===== config.mk =====
export PLATFORM = sky130hd
export DESIGN_NAME = cfg_desc_engine
export DESIGN_NICKNAME = d
export VERILOG_FILES = /design/src/rtl/cde_pkg.sv /design/src/rtl/cde_xlate.sv /design/src/rtl/cde_regs.sv /design/src/rtl/cde_seq.sv /design/src/rtl/cfg_desc_engine.sv
export SDC_FILE = /design/constraint.sdc
export NUM_CORES = 1
export LEC_CHECK = 0
export ABC_AREA = 1
export CELL_PAD_IN_SITES_DETAIL_PLACEMENT = 1
export CELL_PAD_IN_SITES_GLOBAL_PLACEMENT = 1
export CORE_MARGIN = 1
export CORE_UTILIZATION = 33
export DETAILED_ROUTE_END_ITERATION = 8
export DONT_BUFFER_PORTS = 1
export HOLD_SLACK_MARGIN = 0.1
export PLACE_DENSITY_LB_ADDON = 0.1
export SKIP_CTS_REPAIR_TIMING = 1
export SLEW_MARGIN = 40
export SYNTH_ARGS = -nofsm -noshare
export SYNTH_HDL_FRONTEND = slang
export SYNTH_SLANG_ARGS = --single-unit

===== constraint.sdc =====
create_clock -name clk -period 6.45 [get_ports clk]
set_input_delay 0.645 -clock clk [delete_from_list [all_inputs] [get_ports clk]]
set_output_delay 0.645 -clock clk [all_outputs]
set_load 0.02 [all_outputs]

===== src/rtl/cde_pkg.sv =====
`timescale 1ns/1ps
package cde_pkg;
  localparam int REG_AW = 4;
  localparam int WORD_W = 32;

  localparam logic [REG_AW-1:0] A_CTRL    = 4'd0;
  localparam logic [REG_AW-1:0] A_D0      = 4'd1;
  localparam logic [REG_AW-1:0] A_D1      = 4'd2;
  localparam logic [REG_AW-1:0] A_D2      = 4'd3;
  localparam logic [REG_AW-1:0] A_WDAT    = 4'd4;
  localparam logic [REG_AW-1:0] A_PUSH    = 4'd5;
  localparam logic [REG_AW-1:0] A_STAT    = 4'd6;
  localparam logic [REG_AW-1:0] A_IDLECLR = 4'd7;
  localparam logic [REG_AW-1:0] A_EVENT   = 4'd8;
  localparam logic [REG_AW-1:0] A_PFIRE   = 4'd9;
  localparam logic [REG_AW-1:0] A_RDATA   = 4'd10;

  localparam logic [7:0] TY_RD0 = 8'h04;
  localparam logic [7:0] TY_RD1 = 8'h05;
  localparam logic [7:0] TY_WR0 = 8'h44;
  localparam logic [7:0] TY_WR1 = 8'h45;

  typedef enum logic [1:0] {ST_IDLE, ST_REQ, ST_RSP} seq_state_e;

  typedef struct packed {
    logic              access;
    logic              write;
    logic              be_err;
    logic [7:0]        bus;
    logic [7:0]        devfn;
    logic [11:0]       offset;
    logic [2:0]        len;
    logic [WORD_W-1:0] wdata;
  } cfg_req_t;

  function automatic logic [2:0] lane_count(input logic [3:0] be);
    logic [2:0] c;
    c = 3'd0;
    for (int i = 0; i < 4; i++) c = c + {2'b00, be[i]};
    return c;
  endfunction

  function automatic logic [1:0] low_lane(input logic [3:0] be);
    logic [1:0] f;
    f = 2'd0;
    for (int i = 3; i >= 0; i--) if (be[i]) f = 2'(i);
    return f;
  endfunction

  function automatic logic [WORD_W-1:0] pack_lanes(input logic [3:0] be,
                                                   input logic [WORD_W-1:0] d);
    logic [WORD_W-1:0] r;
    int k;
    r = '0;
    k = 0;
    for (int i = 0; i < 4; i++) begin
      if (be[i]) begin
        r[k*8 +: 8] = d[i*8 +: 8];
        k++;
      end
    end
    return r;
  endfunction
endpackage


===== src/rtl/cde_xlate.sv =====
`timescale 1ns/1ps
module cde_xlate
  import cde_pkg::*;
#(
  parameter logic [7:0] OWN_BUS = 8'h80
) (
  input  logic [WORD_W-1:0] desc0_i,
  input  logic [WORD_W-1:0] desc1_i,
  input  logic [WORD_W-1:0] desc2_i,
  input  logic [WORD_W-1:0] wdata_i,
  output cfg_req_t          req_o
);
  logic [7:0] ty;
  logic [3:0] be;
  logic       is_rd;
  logic       is_wr;

  always_comb begin
    ty    = desc0_i[31:24];
    be    = desc1_i[3:0];
    is_rd = (ty == TY_RD0) || (ty == TY_RD1);
    is_wr = (ty == TY_WR0) || (ty == TY_WR1);

    req_o        = '0;
    req_o.bus    = (desc2_i[31:24] == OWN_BUS) ? 8'h00 : desc2_i[31:24];
    req_o.devfn  = desc2_i[23:16];
    req_o.offset = {desc2_i[11:2], 2'b00};
    req_o.len    = 3'd4;
    req_o.wdata  = wdata_i;

    if (is_rd) begin
      req_o.access = 1'b1;
    end else if (is_wr) begin
      req_o.write = 1'b1;
      if (be == 4'h0) begin
        req_o.be_err = 1'b1;
      end else if (be == 4'hF) begin
        req_o.access = 1'b1;
      end else begin
        req_o.access = 1'b1;
        req_o.len    = lane_count(be);
        req_o.offset = {desc2_i[11:2], low_lane(be)};
        req_o.wdata  = pack_lanes(be, wdata_i);
      end
    end
  end
endmodule


===== src/rtl/cde_regs.sv =====
`timescale 1ns/1ps
module cde_regs
  import cde_pkg::*;
#(
  parameter int SLOTS = 3
) (
  input  logic              clk,
  input  logic              rst_n,
  input  logic              we_i,
  input  logic [REG_AW-1:0] addr_i,
  input  logic [WORD_W-1:0] wdata_i,
  output logic [WORD_W-1:0] rdata_o,
  input  logic              busy_i,
  input  logic              fin_i,
  input  logic              fin_fifo_i,
  input  logic              rd_load_i,
  input  logic [WORD_W-1:0] rd_value_i,
  input  logic              be_err_i,
  output logic [WORD_W-1:0] desc0_o,
  output logic [WORD_W-1:0] desc1_o,
  output logic [WORD_W-1:0] desc2_o,
  output logic [WORD_W-1:0] wdat_o,
  output logic              fire_o,
  output logic              fire_fifo_o
);
  localparam int IDX_W = $clog2(SLOTS);
  localparam logic [IDX_W-1:0] IDX_LAST = IDX_W'(SLOTS - 1);

  logic [WORD_W-1:0] desc0_q, desc0_n;
  logic [WORD_W-1:0] slot_q [SLOTS];
  logic [WORD_W-1:0] slot_n [SLOTS];
  logic [IDX_W-1:0]  idx_q, idx_n;
  logic [WORD_W-1:0] rdat_q, rdat_n;
  logic              idle_q, idle_n;
  logic              comp_q, comp_n;
  logic [3:0]        ev_q, ev_n;
  logic              wr_en;

  assign wr_en       = we_i;
  assign fire_o      = wr_en && (addr_i == A_STAT)  && wdata_i[0] && !busy_i;
  assign fire_fifo_o = wr_en && (addr_i == A_PFIRE) && wdata_i[0] && !busy_i;

  always_comb begin
    desc0_n = desc0_q;
    for (int s = 0; s < SLOTS; s++) slot_n[s] = slot_q[s];
    idx_n  = idx_q;
    rdat_n = rdat_q;
    idle_n = idle_q;
    comp_n = comp_q;
    ev_n   = ev_q;

    if (wr_en) begin
      for (int s = 0; s < SLOTS; s++)
        if (addr_i == A_D1 + REG_AW'(s)) slot_n[s] = wdata_i;
      case (addr_i)
        A_CTRL:    if (wdata_i[0]) rdat_n = '1;
        A_D0:      desc0_n = wdata_i;
        A_PUSH: begin
          slot_n[idx_q] = wdata_i;
          idx_n = (idx_q == IDX_LAST) ? '0 : idx_q + 1'b1;
        end
        A_IDLECLR: if (wdata_i[0]) idle_n = 1'b0;
        A_EVENT: begin
          ev_n = ev_q & ~wdata_i[3:0];
          if (wdata_i[0]) comp_n = 1'b0;
        end
        A_PFIRE:   if (fire_fifo_o) idx_n = '0;
        default: ;
      endcase
    end

    if (rd_load_i) rdat_n = rd_value_i;
    if (fin_i) begin
      if (fin_fifo_i) begin
        ev_n[2:1] = 2'b11;
      end else begin
        ev_n[0] = 1'b1;
        comp_n  = 1'b1;
        idle_n  = 1'b1;
      end
    end
    if (be_err_i) ev_n[3] = 1'b1;
  end

  always_ff @(posedge clk or negedge rst_n) begin
    if (!rst_n) begin
      desc0_q <= '0;
      for (int s = 0; s < SLOTS; s++) slot_q[s] <= '0;
      idx_q  <= '0;
      rdat_q <= '0;
      idle_q <= 1'b0;
      comp_q <= 1'b0;
      ev_q   <= '0;
    end else begin
      desc0_q <= desc0_n;
      for (int s = 0; s < SLOTS; s++) slot_q[s] <= slot_n[s];
      idx_q  <= idx_n;
      rdat_q <= rdat_n;
      idle_q <= idle_n;
      comp_q <= comp_n;
      ev_q   <= ev_n;
    end
  end

  assign desc0_o = desc0_q;
  assign desc1_o = slot_q[0];
  assign desc2_o = slot_q[1];
  assign wdat_o  = slot_q[2];

  always_comb begin
    rdata_o = '0;
    case (addr_i)
      A_D0:    rdata_o = desc0_q;
      A_D1:    rdata_o = slot_q[0];
      A_D2:    rdata_o = slot_q[1];
      A_WDAT:  rdata_o = slot_q[2];
      A_STAT:  rdata_o = {idle_q, 5'b0, comp_q, 24'b0, busy_i};
      A_EVENT: rdata_o = {28'b0, ev_q};
      A_RDATA: rdata_o = rdat_q;
      default: rdata_o = '0;
    endcase
  end
endmodule


===== src/rtl/cde_seq.sv =====
`timescale 1ns/1ps
module cde_seq
  import cde_pkg::*;
(
  input  logic              clk,
  input  logic              rst_n,
  input  logic              fire_i,
  input  logic              fifo_mode_i,
  input  cfg_req_t          req_i,
  output logic              valid_o,
  input  logic              ready_i,
  output logic              write_o,
  output logic [7:0]        bus_o,
  output logic [7:0]        devfn_o,
  output logic [11:0]       offset_o,
  output logic [2:0]        len_o,
  output logic [WORD_W-1:0] wdata_o,
  input  logic              rsp_present_i,
  input  logic [WORD_W-1:0] rsp_rdata_i,
  output logic              busy_o,
  output logic              fin_o,
  output logic              fin_fifo_o,
  output logic              rd_load_o,
  output logic [WORD_W-1:0] rd_value_o,
  output logic              be_err_o
);
  seq_state_e state_q, state_n;
  cfg_req_t   req_q, req_n;
  logic       fifo_q, fifo_n;

  always_comb begin
    state_n = state_q;
    req_n   = req_q;
    fifo_n  = fifo_q;
    case (state_q)
      ST_IDLE: if (fire_i) begin
        req_n   = req_i;
        fifo_n  = fifo_mode_i;
        state_n = req_i.access ? ST_REQ : ST_RSP;
      end
      ST_REQ:  if (ready_i) state_n = ST_RSP;
      ST_RSP:  state_n = ST_IDLE;
      default: state_n = ST_IDLE;
    endcase
  end

  always_ff @(posedge clk or negedge rst_n) begin
    if (!rst_n) begin
      state_q <= ST_IDLE;
      req_q   <= '0;
      fifo_q  <= 1'b0;
    end else begin
      state_q <= state_n;
      req_q   <= req_n;
      fifo_q  <= fifo_n;
    end
  end

  assign valid_o    = (state_q == ST_REQ);
  assign write_o    = req_q.write;
  assign bus_o      = req_q.bus;
  assign devfn_o    = req_q.devfn;
  assign offset_o   = req_q.offset;
  assign len_o      = req_q.len;
  assign wdata_o    = req_q.wdata;
  assign busy_o     = (state_q != ST_IDLE);
  assign fin_o      = (state_q == ST_RSP);
  assign fin_fifo_o = fifo_q;
  assign be_err_o   = fin_o && req_q.be_err;
  assign rd_load_o  = fin_o && req_q.access && (!rsp_present_i || !req_q.write);
  assign rd_value_o = rsp_present_i ? rsp_rdata_i : '1;
endmodule


===== src/rtl/cfg_desc_engine.sv =====
`timescale 1ns/1ps
module cfg_desc_engine
  import cde_pkg::*;
#(
  parameter logic [7:0] OWN_BUS = 8'h80
) (
  input  logic              clk,
  input  logic              rst_n,
  input  logic              reg_we,
  input  logic [REG_AW-1:0] reg_addr,
  input  logic [WORD_W-1:0] reg_wdata,
  output logic [WORD_W-1:0] reg_rdata,
  output logic              cfg_req_valid,
  input  logic              cfg_req_ready,
  output logic              cfg_req_write,
  output logic [7:0]        cfg_req_bus,
  output logic [7:0]        cfg_req_devfn,
  output logic [11:0]       cfg_req_offset,
  output logic [2:0]        cfg_req_len,
  output logic [WORD_W-1:0] cfg_req_wdata,
  input  logic              cfg_rsp_present,
  input  logic [WORD_W-1:0] cfg_rsp_rdata
);
  logic [1:0]        rst_pipe_q;
  logic              rst_n_s;
  logic [WORD_W-1:0] d0, d1, d2, wd, rd_value;
  logic              fire, fire_fifo, busy, fin, fin_fifo, rd_load, be_err;
  cfg_req_t          req;

  always_ff @(posedge clk or negedge rst_n) begin
    if (!rst_n) rst_pipe_q <= 2'b00;
    else        rst_pipe_q <= {rst_pipe_q[0], 1'b1};
  end
  assign rst_n_s = rst_pipe_q[1];

  cde_regs #(.SLOTS(3)) u_regs (
    .clk(clk), .rst_n(rst_n_s), .we_i(reg_we), .addr_i(reg_addr),
    .wdata_i(reg_wdata), .rdata_o(reg_rdata), .busy_i(busy), .fin_i(fin),
    .fin_fifo_i(fin_fifo), .rd_load_i(rd_load), .rd_value_i(rd_value),
    .be_err_i(be_err), .desc0_o(d0), .desc1_o(d1), .desc2_o(d2), .wdat_o(wd),
    .fire_o(fire), .fire_fifo_o(fire_fifo)
  );

  cde_xlate #(.OWN_BUS(OWN_BUS)) u_xlate (
    .desc0_i(d0), .desc1_i(d1), .desc2_i(d2), .wdata_i(wd), .req_o(req)
  );

  cde_seq u_seq (
    .clk(clk), .rst_n(rst_n_s), .fire_i(fire | fire_fifo), .fifo_mode_i(fire_fifo),
    .req_i(req), .valid_o(cfg_req_valid), .ready_i(cfg_req_ready),
    .write_o(cfg_req_write), .bus_o(cfg_req_bus), .devfn_o(cfg_req_devfn),
    .offset_o(cfg_req_offset), .len_o(cfg_req_len), .wdata_o(cfg_req_wdata),
    .rsp_present_i(cfg_rsp_present), .rsp_rdata_i(cfg_rsp_rdata),
    .busy_o(busy), .fin_o(fin), .fin_fifo_o(fin_fifo), .rd_load_o(rd_load),
    .rd_value_o(rd_value), .be_err_o(be_err)
  );
endmodule


Word-level counts from Yosys, hierarchy flattened
Index checks and enable logic that the tools add are counted.

Bits in registers: 239.

Reduce and logical (&&, ||, !) cells: 32. Mux-type cells: 87. Shift-type cells: 6. $add $sub $neg: 9. Bitwise operators: 4. Order comparisons: 2. Equal/unequal tests: 22.

Operator list (count): $mux 32 (23); $mux 29 (14); $pmux 32 s7 (1); $mux 37 (4); $neg 32->33 (3); $shift 8x33->32 const A (3); $shiftx 8x33->32 (3); $bwmux 32 (3); $bwmux 96 (1); $mux 96 (1); $demux 32 s2 (1); $add 29x2->29 const B (2); $mux 8 (6); $mux 2 (11); $eq 4x3->1 const B (4); $eq 4x4->1 const B (4); $eq 8x3->1 const B (2); $eq 8x7->1 const B (2); $mux 1 (16); $reduce_bool 2->1 (7); $logic_and 1x1->1 (10); $eq 4x2->1 const B (2); $eq 8x8->1 const B (1); $logic_not 4->1 (2); other kinds (22) (36).

Logic depth before layout (Yosys ltp)
Gate-level depths: netlist (run 1).

Word-level depth: 25. Gate-level depth with buffers: 15. Gate-level depth less buffers: 13.

Hierarchy
From an unflattened synthesis (run 1), not the netlist that was laid out.

Cell total of the unflattened synthesis: 2017. Area, all modules: 13700.6 um^2.

Modules (own cells, without submodules): cde_regs (instances 1, area an instance 8214.1 um^2, cells each 1177); cde_seq (instances 1, area an instance 3497.1 um^2, cells each 445); cde_xlate (instances 1, area an instance 1924.3 um^2, cells each 389); cfg_desc_engine (instances 1, area an instance 65.1 um^2, cells each 6).

Least setup slack after synthesis (run 1)
OpenSTA, ideal clock, no wires.

Path kind: register to register. Start: reg u_regs.slot_q (netlist bit u_regs.desc1_o[0]). End: reg u_seq.req_q (netlist bit u_seq.wdata_o[23]). Buffers on the path: 2. Clock period less this slack: 2.966 ns. Arrival time: 2.842 ns. Slack: 3.484 ns. Cell stages (with the launch flop): 14. Required time: 6.326 ns. Cell sequence: dfrtp_1 > buf_2 > inv_1 > clkbuf_1 > fa_1 > ha_1 > ha_1 > nand2_1 > nor2_2 > nand2_1 > nand3b_1 > nand2_1 > nand2_1 > a21oi_1.

Longest elaborated chain between the ends: 25. Elaborated cells on any way between the ends: 46.

Ends and longest elaborated chain: from (decl) (RTL line cde_regs.sv:30) `logic [WORD_W-1:0] slot_q [SLOTS];`; $mux 1 (RTL line cde_pkg.sv:57) `if (be[i]) begin`; $mux 29 (RTL line cde_xlate.sv:37) `end else if (be == 4'hF) begin`; $mux 29 (RTL line cde_xlate.sv:35) `if (be == 4'h0) begin`; $mux 29 (RTL line cde_xlate.sv:33) `end else if (is_wr) begin`; $mux 29 (RTL line cde_xlate.sv:31) `if (is_rd) begin`; $add 29x2->29 / $neg 32->33 (equally long branches) (RTL line cde_pkg.sv:59, cde_pkg.sv:58); $mux 29, or another cell as far along (RTL line cde_pkg.sv:57); $mux 29 / $bwmux 32 (equally long branches) (RTL line cde_xlate.sv:37, cde_pkg.sv:58); [9 not listed]; $neg 32->33 / $mux 32 (equally long branches) (RTL line cde_pkg.sv:58, cde_xlate.sv:33); $shiftx 8x33->32, or another cell as far along (RTL line cde_pkg.sv:58) `r[k*8 +: 8] = d[i*8 +: 8];`; $bwmux 32 (RTL line cde_pkg.sv:58); $mux 32 (RTL line cde_pkg.sv:57); $mux 37 (RTL line cde_xlate.sv:37); $mux 37 * (RTL line cde_xlate.sv:35); $mux 37 * (RTL line cde_xlate.sv:33); $mux 37 * (RTL line cde_xlate.sv:31); to (signal assigned) (RTL line cde_seq.sv:54) `req_q <= req_n;`; to (decl) (RTL line cde_seq.sv:28) `cfg_req_t req_q, req_n;`.

Every way passes the cells marked *; elsewhere a longest branch is shown, timed or not. The select of a mux whose other input is x is not followed. A chain may end at the register's enable or synchronous reset.

Final worst setup path (run 1)
Same ends and word-level chain as after synthesis.

==> reports/metrics.cfg, run 1 <==
[run_status]
status=finished with violations
violations=DRC

[cts]
cts_sinks=239
clk_pin_slew_ns=0.06
cts-buffers-inserted=29
cts_root_buf=clkbuf_16
clock_path_buffers=3
cts_max_level=1
cts_tree=done
clock_latency_ns=0.57

[floorplan]
dieArea_um2=37420
chipWidth_um=193.4
fp.dieH_um=193.4
core_um2=35830
num_rows=69
initial_core_util=0.3376
io_pins=170

[routing]
dr.pass1.iters=9
vias=9978
wl_per_cell_um=25.36
ant_nets=0
drt_drc_violations_left=5
drtIter0Drc=552
vias_per_cell=5.414
finalWirelength_um=46750

[logic_synthesis]
synth.avg_cell_area_um2=8.324
synth_fa_ha_area_frac=0.01055
syn-num-nets=1535
synth_area_um2=12090
synth_top_family_by_area=simple AND/OR/NAND/NOR gates
synth_compound_area_frac=0.1539
synth-seq-area-share=0.4945
synthSimpleGateAreaFrac=0.1827
synthMuxAreaShare=0.03228
synthXorXnorAreaFrac=0
yosysUniqueCellTypes=35
post-synth-top-area-fraction=0.4945
yosysTopAreaCell=dfrtp_1
synth_seq_cells=239
syn_inst=1453
synth_warnings=0
synthTopCellsByArea=dfrtp_1 (49%), nand2_1 (8.1%), o22ai_1 (6.4%)

[sta]
final-setup-viol-count=0
slew_headroom=0.4369
hold_viol=0
finalCritPeriodShare=0.5212
rsz0062_at_grt=no
maxSlewViolCount=0
period_needed_ns=3.361
fin_tns_setup_ns=0
finalClockSkew_ns=0.009073
worstMarginPinSlew_ns=0.8358
fmax_ghz=0.2975

[layout]
layout_commonest_cell=nand2_1
syn_to_final_growth_pct=7.966
drive_gt1_frac=0.08900
fin_nets=1443
layout.cells.non_filler=1843
mostFrequentLayoutCells=nand2_1 (261), dfrtp_1 (238), inv_1 (167), o22ai_1 (124), a21oi_1 (101)
diodes=0

[worst_setup_path]
criticalPathCategory=reg -> reg
end_kind=register
path_max_fanout=14
ff2ff_setup_slack_ns=3.09
cp.arrival_ns=3.81
r2r_start=u_regs.desc1_o[0]$_DFFE_PN0P_
worst_setup_path_start_kind=register
critPathLaunch=u_regs.desc1_o[0]$_DFFE_PN0P_
r2r-end=u_seq.wdata_o[23]$_DFFE_PN0P_
cp-endpoint=u_seq.wdata_o[23]$_DFFE_PN0P_
reg2reg_depth=11
crit_required_ns=6.90

[global_route]
antenna_found_initial=0
first_global_vias=10600
grt_overflow_total=0
grt_pass1_wl_um=71470
grt_max_degree=93
grt_usage=0.2535

[power]
p_leak_nw=6.189
p_per_area_nw_per_um2=409.4
ir_drop_v=0.0002083

[placed_design]
place_congestion=0.8770
numPortBuffers=0
dp.cells=1790
dp_hpwl_um=32050

[worst_hold_path]
hp-class=in -> reg

[flow_run]
cap_violations=0

## stage by stage
| stage | util | hold WS [ns] | power [mW] | area, um2 | setup WS (ns) |
|---|---|---|---|---|---|
| 2_1_floorplan | - | 0.3311 | 3.295 | 12100 | 2.525 |
| 3_3_place_gp | 0.3327 | 0.3376 | 3.549 | 11920 | 3.238 |
| 3_5_place_dp | 0.3351 | 0.3082 | 3.579 | 12010 | 3.087 |
| 4_1_cts | 0.3640 | -0.2523 | 5.404 | 13040 | 3.077 |
| 5_1_grt | 0.3644 | 0.2035 | 5.643 | 13060 | 2.766 |
| 6_report | 0.3644 | 0.2137 | 5.346 | 13060 | 3.089 |
## where the power goes
part | switching, mW | internal [mW]
clock network | 0.681 | 1.12
logic | 0.816 | 0.374
registers | 0.483 | 1.88
total | 1.98 | 3.37
## layer usage
layer	global-route usage	routed length (um)	vias up
li1	-	-	4579
met1	0.3619	21880	5075
met2	0.3963	21160	271
met3	0.04916	2917	53
met4	0.05659	788	0
met5	0	0	-
## layout make-up
cell class                 count  area [um2]
fill                        4199       22770
timing repair buffer          12       157.7
clock inverter                15       229.0
multi-input combinational    896        4611
clock buffer                  37       805.8
sequential                   239        5984
inverter                     183       693.2
tap                          461       576.8
## cells by family after synthesis
logic type	after synthesis
buffers and inverters	318
other	1
muxes	28
adders and majority gates	9
AOI/OAI and AO/OA	337
DFF	239
and+or+nand+nor	521
## state kept, by name, summed over array words and instances (netlist names), 2 cells and up
signal          flops
u_seq.req_q         2
u_regs.desc0_o     32
u_seq.offset_o     12
u_seq.devfn_o       8
u_regs.ev_q         4
u_regs.desc2_o     32
u_regs.wdat_o      32
u_seq.bus_o         8
u_regs.desc1_o     32
u_seq.len_o         3
u_seq.state_q       2
rst_pipe_q          2
u_regs.rdat_q      32
u_seq.wdata_o      32
u_regs.idx_q        2
## cell usage after synthesis (all sizes together)
cell type	number
o21ai	107
dfrtp	239
nand3	100
inv	181
nand3b	2
mux2	28
fa	2
clkinv	2
o21a	1
buf	97
a21oi	101
nor2	108
nand2	269
a22oi	4
nand2b	1
conb	1
nand4	8
o22ai	124
clkbuf	38
nor3	33
ha	7
## critical path: stages, from the launching register on
cell,delay [ns]
dfrtp_1,0.55
inv_1,0.35
fa_1,0.65
ha_1,0.22
ha_1,0.35
nand2_1,0.13
nor2_2,0.33
nand2_1,0.28
nand3b_1,0.19
nand2_1,0.06
nand2_1,0.06
a21oi_1,0.06
## worst min path at each step
stage	cells past startpoint	slack, ns	end	start
5_1_grt	1	0.20	u_regs.desc0_o[27]$_DFFE_PN0P_	reg_wdata[27]
4_1_cts	0	-0.25	rst_pipe_q[1]$_DFF_PN0_	rst_n
3_5_place_dp	0	0.31	u_seq.offset_o[6]$_DFFE_PN0P_	rst_pipe_q[1]$_DFF_PN0_
6_report	1	0.21	u_regs.desc0_o[28]$_DFFE_PN0P_	reg_wdata[28]
3_3_place_gp	0	0.34	rst_pipe_q[1]$_DFF_PN0_	rst_pipe_q[0]$_DFF_PN0_
2_1_floorplan	0	0.33	rst_pipe_q[1]$_DFF_PN0_	rst_pipe_q[0]$_DFF_PN0_
Power figures use the tool's default switching activity.
==> inputs of run 2 (changes only) <==
ABC_AREA = 0   (was 1)
clock period = 3 ns   (was 6.45 ns; I/O delays follow)
==> reports/metrics.cfg, run 2 <==
[layout]
regArea_um2=5984  ; unchanged
fillers=3690  ; -12%
layout_commonest_cell=dfrtp_1
drive_gt1_frac=0.2277  ; +0.1387
mostFrequentLayoutCells=dfrtp_1 (238), nand2_1 (152), mux2_2 (128), dlygate4sd3_1 (71), a22oi_1 (60)
fin_nets=1136  ; -21%
syn_to_final_growth_pct=18.02
multiInputGateArea_um2=4710  ; +2.1%
utilization=0.3975  ; +0.03308

[sta]
maxSlewViolCount=0  ; unchanged
finalCritPeriodShare=0.9519  ; +0.4307
hold_viol=0  ; unchanged
worstMarginPinSlew_ns=0.7932  ; -0.04253 ns
period_needed_ns=2.856  ; -0.5058 ns
fin_tns_setup_ns=0  ; unchanged
slew_headroom=0.4656  ; +0.02865
rsz0062_at_grt=no
fmax_ghz=0.3502  ; +18%
final-setup-viol-count=0  ; unchanged
finalClockSkew_ns=0.01079  ; +0.001718 ns
layout_setup_ws_ns=0.1444  ; -2.944 ns
hold_ws_ns=0.08612  ; -0.1276 ns

[floorplan]
initial_core_util=0.3368  ; -0.0007356
io_pins=170  ; unchanged
core_um2=33700  ; -5.9%
fp.dieH_um=187.5  ; -3.1%
dieArea_um2=35140  ; -6.1%
num_rows=67  ; -2.9%
chipWidth_um=187.5  ; -3.1%

[global_route]
antenna_found_initial=1  ; +1
first_global_vias=8692  ; -18%
grt_max_degree=69  ; -26%
grt_usage=0.2222  ; -0.03134
grt_overflow_total=0  ; unchanged
grt_pass1_wl_um=58810  ; -18%

[logic_synthesis]
synthTopCellsByArea=dfrtp_1 (53%), mux2_2 (13%), nand2_1 (5.0%)
synth_area_um2=11350  ; -6.1%
synth-seq-area-share=0.5269  ; +0.03238
synth_seq_cells=239  ; unchanged
yosysTopAreaCell=dfrtp_1
yosysMostFrequentCell=dfrtp_1
synthTopCellsByCount=dfrtp_1 (239), nand2_1 (152), mux2_2 (128)
synth.avg_cell_area_um2=10.97  ; +32%
synthFlopType=dfrtp_1
synth_edf_count=0  ; unchanged
syn-num-nets=1117  ; -27%
post-synth-top-area-fraction=0.5269  ; +0.03238
yosysUniqueCellTypes=55  ; +57%
synth_warnings=0  ; unchanged
syn_inst=1035  ; -29%
synthArstFlopShare=1.000  ; unchanged

[power]
combPwrFrac=0.176  ; -0.047
p_per_area_nw_per_um2=817.8  ; +100%
switchingPower_mw=3.710  ; +87%
p_leak_nw=5.693  ; -8.0%
p_seq_frac=0.490  ; +0.049
clockPowerShare=0.335  ; about the same
sw_frac_of_total=0.3386  ; -0.03187
p_int_mw=7.245  ; +120%
ir_drop_v=0.0004714  ; +130%

[placed_design]
dp_hpwl_um=26350  ; -18%
place_ws_ns=0.1209  ; -2.966 ns
place_congestion=0.8222  ; -6.2%
numPortBuffers=0  ; unchanged

[routing]
dr.pass1.iters=5  ; -4
wl_per_cell_um=25.50  ; +0.54%
ant_nets=0  ; unchanged
drt_drc_violations_left=0  ; -5
vias=8409  ; -16%
finalWirelength_um=38890  ; -17%
drtIter0Drc=417  ; -24%
vias_per_cell=5.514  ; +1.8%

[worst_setup_path]
worst_setup_path_start_kind=register
crit_required_ns=3.45  ; -3.45 ns
path_max_fanout=8  ; -6
cp.arrival_ns=3.30  ; -0.51 ns
criticalPathCategory=reg -> reg
end_kind=register

[cts]
cts_root_buf=clkbuf_16
cts-buffers-inserted=29  ; unchanged
cts_max_level=1  ; unchanged
clk_pin_slew_ns=0.07  ; about the same
cts_tree=done
clock_latency_ns=0.56  ; about the same
clock_path_buffers=3  ; unchanged
cts_sinks=239  ; unchanged

[worst_hold_path]
hp-class=in -> reg

[run_status]
status=completed

[flow_run]
cap_violations=0  ; unchanged

run 2: cell type report:
cell class,count,share of cell area
sequential,239,0.4467
clock buffer,40,0.06174
inverter,8,0.002242
clock inverter,13,0.01214
timing repair buffer,114,0.08359
antenna,1,0.0001868
multi-input combinational,662,0.3515
tap,448,0.04184
run 2: critical path, cell delays in order, from the launching register on:
cell and delay, ns:
dfrtp_1 0.38, inv_1 0.15, fa_1 0.47, ha_1 0.22, ha_1 0.31, nand3b_1 0.19
or3b_2 0.64, nor2_1 0.14, nor3_1 0.05, o22a_1 0.18
run 2: layer usage:
metal | wire length (um) | vias to the layer above | global-route usage
li1 | - | 3756 | -
met1 | 17780 | 4399 | 0.3068
met2 | 17990 | 205 | 0.3479
met3 | 2246 | 49 | 0.05704
met4 | 881 | 0 | 0.05316
met5 | 0 | - | 0
run 2: kinds of logic (layout without fill, tap and decap cells):
family | count (synthesis) | after routing | share of synthesized area
AOI/OAI and AO/OA | 229 | 229 | 0.1476
adders and majority gates | 9 | 9 | 0.01124
muxes | 130 | 130 | 0.1289
DFF | 239 | 239 | 0.5269
buffers and inverters | 134 | 175 | 0.06570
and+or+nand+nor | 293 | 293 | 0.1194
other | 1 | 2 | 0.0003304
run 2: through the flow:
stage,area (um2),cells,power (mW)
after floorplan,11350,1035,6.713
after global placement,11650,1398,7.174
after detailed placement,11650,1398,7.236
after CTS,12640,1451,10.96
after global routing,13400,1525,11.50
final,13400,1525,10.96
run 2: final timing paths:
| path | cells past startpoint | startpoint | slack, ns | endpoint |
|---|---|---|---|---|
| max in group asynchronous | 2 | rst_pipe_q[1]$_DFF_PN0_ | 1.86 | u_regs.rdat_q[16]$_DFFE_PN0P_ |
| max | 9 | u_regs.desc1_o[1]$_DFFE_PN0P_ | 0.14 | u_seq.wdata_o[15]$_DFFE_PN0P_ |
| min in group asynchronous | 0 | rst_pipe_q[1]$_DFF_PN0_ | 0.29 | u_regs.rdat_q[20]$_DFFE_PN0P_ |
| max reg2reg | 9 | u_regs.desc1_o[1]$_DFFE_PN0P_ | 0.14 | u_seq.wdata_o[15]$_DFFE_PN0P_ |
| min | 3 | reg_addr[2] | 0.09 | u_regs.idle_q$_DFF_PN0_ |
| min reg2reg | 0 | rst_pipe_q[1]$_DFF_PN0_ | 0.29 | u_regs.rdat_q[20]$_DFFE_PN0P_ |
run 2: power by group through the flow:
stage | clock network (mW) | registers (mW) | logic [mW]
after floorplan | 0 | 4.62 | 2.09
after global routing | 3.87 | 5.49 | 2.15
after global placement | 0 | 5.39 | 1.78
final | 3.66 | 5.36 | 1.93
after CTS | 3.77 | 5.37 | 1.83
after detailed placement | 0 | 5.42 | 1.82
==> inputs of run 3 (changes only) <==
CELL_PAD_IN_SITES_GLOBAL_PLACEMENT = 2   (was 1)
==> reports/metrics.cfg, run 3 (same netlist as run 2, synthesis figures left out) <==
[power]
p_per_area_nw_per_um2=795.1  ; -2.8%
p_seq_frac=0.508  ; +0.018
ir_drop_v=0.0003968  ; -16%
power_mw=10.51  ; -4.1%
p_leak_nw=5.614  ; -1.4%
sw_frac_of_total=0.3414  ; +0.002790
clockPowerShare=0.311  ; -0.024
switchingPower_mw=3.588  ; -3.3%
combPwrFrac=0.181  ; +0.005
p_int_mw=6.922  ; -4.5%

[worst_setup_path]
cpMostUsedCell=ha_1
critical-path-max-stage-delay_ns=0.45  ; -0.19 ns
crit_chain=inv_1 > fa_1 > ha_1 > ha_1 > nor4bb_1 > and3_1 > o211ai_1 > a221oi_1 > nor2_1
end_kind=register
crit_required_ns=3.43  ; -0.02 ns
path_max_fanout=8  ; unchanged
cp.arrival_ns=3.27  ; -0.03 ns
worst_setup_path_start_kind=register
critical_path.slowest_cell=fa_1
criticalPathCategory=reg -> reg

[floorplan]
core_um2=33700  ; unchanged
num_rows=67  ; unchanged
chipWidth_um=187.5  ; unchanged
fp.dieH_um=187.5  ; unchanged
dieArea_um2=35140  ; unchanged
io_pins=170  ; unchanged
initial_core_util=0.3368  ; unchanged

[layout]
syn_to_final_growth_pct=16.46
multiInputGateArea_um2=4703  ; -0.13%
layout_commonest_cell=dfrtp_1
fillers=3638  ; -1.4%
fin_nets=1131  ; -0.44%
mostFrequentLayoutCells=dfrtp_1 (238), nand2_1 (152), mux2_2 (128), dlygate4sd3_1 (71), a22oi_1 (60)
drive_gt1_frac=0.2174  ; -0.01026
utilization=0.3923  ; -0.005272
regArea_um2=5984  ; unchanged

[run_status]
status=completed

[cts]
cts_tree=done
cts_max_level=1  ; unchanged
cts_sinks=239  ; unchanged
clock_path_buffers=3  ; unchanged
cts-buffers-inserted=29  ; unchanged
clk_pin_slew_ns=0.06  ; about the same
clock_latency_ns=0.55  ; about the same
cts_root_buf=clkbuf_16

[sta]
rsz0062_at_grt=yes
finalClockSkew_ns=0.008246  ; -0.002544 ns
finalCritPeriodShare=0.9464  ; -0.005459
final-setup-viol-count=0  ; unchanged
slew_headroom=0.4403  ; -0.02525
maxSlewViolCount=0  ; unchanged
fmax_ghz=0.3522  ; +0.58%
period_needed_ns=2.839  ; -0.01638 ns
worstMarginPinSlew_ns=0.8307  ; +0.03747 ns
hold_viol=0  ; unchanged

[global_route]
antenna_found_initial=4  ; +3
grt_usage=0.2190  ; -0.003203
first_global_vias=8617  ; -0.86%
top_usage_layer=met2
grt_pass1_wl_um=57940  ; -1.5%
grt_use_met3=0.06098  ; +0.003940
grt_max_degree=88  ; +28%
grtUsageMet2=0.3446  ; -0.003289
grt_overflow_total=0  ; unchanged
grt_use_met1=0.2952  ; -0.01166

[routing]
vias=8332  ; -0.92%
wl_per_cell_um=25.72  ; +0.85%
drtIter0Drc=523  ; +25%
drt_drc_violations_left=0  ; unchanged
vias_per_cell=5.492  ; -0.39%
finalWirelength_um=39020  ; +0.32%
ant_nets=0  ; unchanged
dr.pass1.iters=5  ; unchanged

[flow_run]
cap_violations=0  ; unchanged

[placed_design]
numPortBuffers=0  ; unchanged
place_congestion=0.7852  ; -4.5%
dp_hpwl_um=26070  ; -1.1%

[worst_hold_path]
hp-class=in -> reg

[run 3: changes by cell type in the layout (fill, tap and decap cells not counted), moves of 2 or more]
cell        before  now
a221oi_2         2    0
bufinv_16        3    0
buf_4           35   31
clkinv_2         6    9
clkinvlp_4       3    1
a221oi_1         9   11
[run 3: layout make-up]
type	instances	share of cell area
timing repair buffer	109	0.08093
tap	448	0.04240
clock inverter	10	0.003975
sequential	239	0.4527
antenna	2	0.0003786
clock buffer	39	0.06152
multi-input combinational	662	0.3558
inverter	8	0.002272
[run 3: path summary, 6_finish.rpt]
| path | startpoint | to | slack, ns | depth (start not counted) |
|---|---|---|---|---|
| worst min register to register | rst_pipe_q[1]$_DFF_PN0_ | u_regs.rdat_q[20]$_DFFE_PN0P_ | 0.21 | 0 |
| worst max-delay path | u_regs.desc1_o[0]$_DFFE_PN0P_ | u_seq.wdata_o[16]$_DFFE_PN0P_ | 0.16 | 9 |
| min in group asynchronous | rst_pipe_q[1]$_DFF_PN0_ | u_regs.rdat_q[20]$_DFFE_PN0P_ | 0.21 | 0 |
| max in group asynchronous | rst_pipe_q[1]$_DFF_PN0_ | u_regs.desc2_o[28]$_DFFE_PN0P_ | 1.93 | 1 |
| worst max register to register | u_regs.desc1_o[0]$_DFFE_PN0P_ | u_seq.wdata_o[16]$_DFFE_PN0P_ | 0.16 | 9 |
| worst min-delay path | reg_wdata[0] | u_regs.idle_q$_DFF_PN0_ | 0.09 | 3 |
[run 3: metal layers]
| metal | wire length [um] | vias up | share of wire |
|---|---|---|---|
| met1 | 17210 | 4359 | 0.44 |
| met3 | 2743 | 50 | 0.070 |
| met4 | 854 | 4 | 0.022 |
| met2 | 18180 | 204 | 0.47 |
| li1 | - | 3715 | - |
| met5 | 23 | - | 0.00059 |
[run 3: power groups by stage]
stage	logic (mW)	registers [mW]	clock network, mW
6_report	1.91	5.34	3.27
5_1_grt	2.13	5.45	3.50
4_1_cts	1.83	5.35	3.38
3_5_place_dp	1.83	5.40	0
3_3_place_gp	1.79	5.39	0
2_1_floorplan	2.09	4.62	0
[run 3: metrics by stage]
| step | worst slack, ns | instances | instance area [um2] | hold slack (ns) | TNS [ns] |
|---|---|---|---|---|---|
| floorplan | 0.07068 | 1035 | 11350 | 0.004409 | 0 |
| global placement | 0.2395 | 1394 | 11620 | 0.004459 | 0 |
| detailed placement | 0.1435 | 1394 | 11620 | 0.004473 | 0 |
| CTS | 0.1275 | 1443 | 12490 | -0.5795 | 0 |
| global route | -0.04133 | 1517 | 13220 | 0.1093 | -0.1131 |
| finish | 0.1608 | 1517 | 13220 | 0.09233 | 0 |
[run 3: worst max-delay path: cells and delay by family, from the launching register on]
kind	cells	cell delay, ns
AO/OA/AOI/OAI	2	0.67
AND/OR/NAND/NOR	3	0.53
buffers and inverters	1	0.16
adder cells (fa/ha/maj)	3	0.97
flip-flops	1	0.38
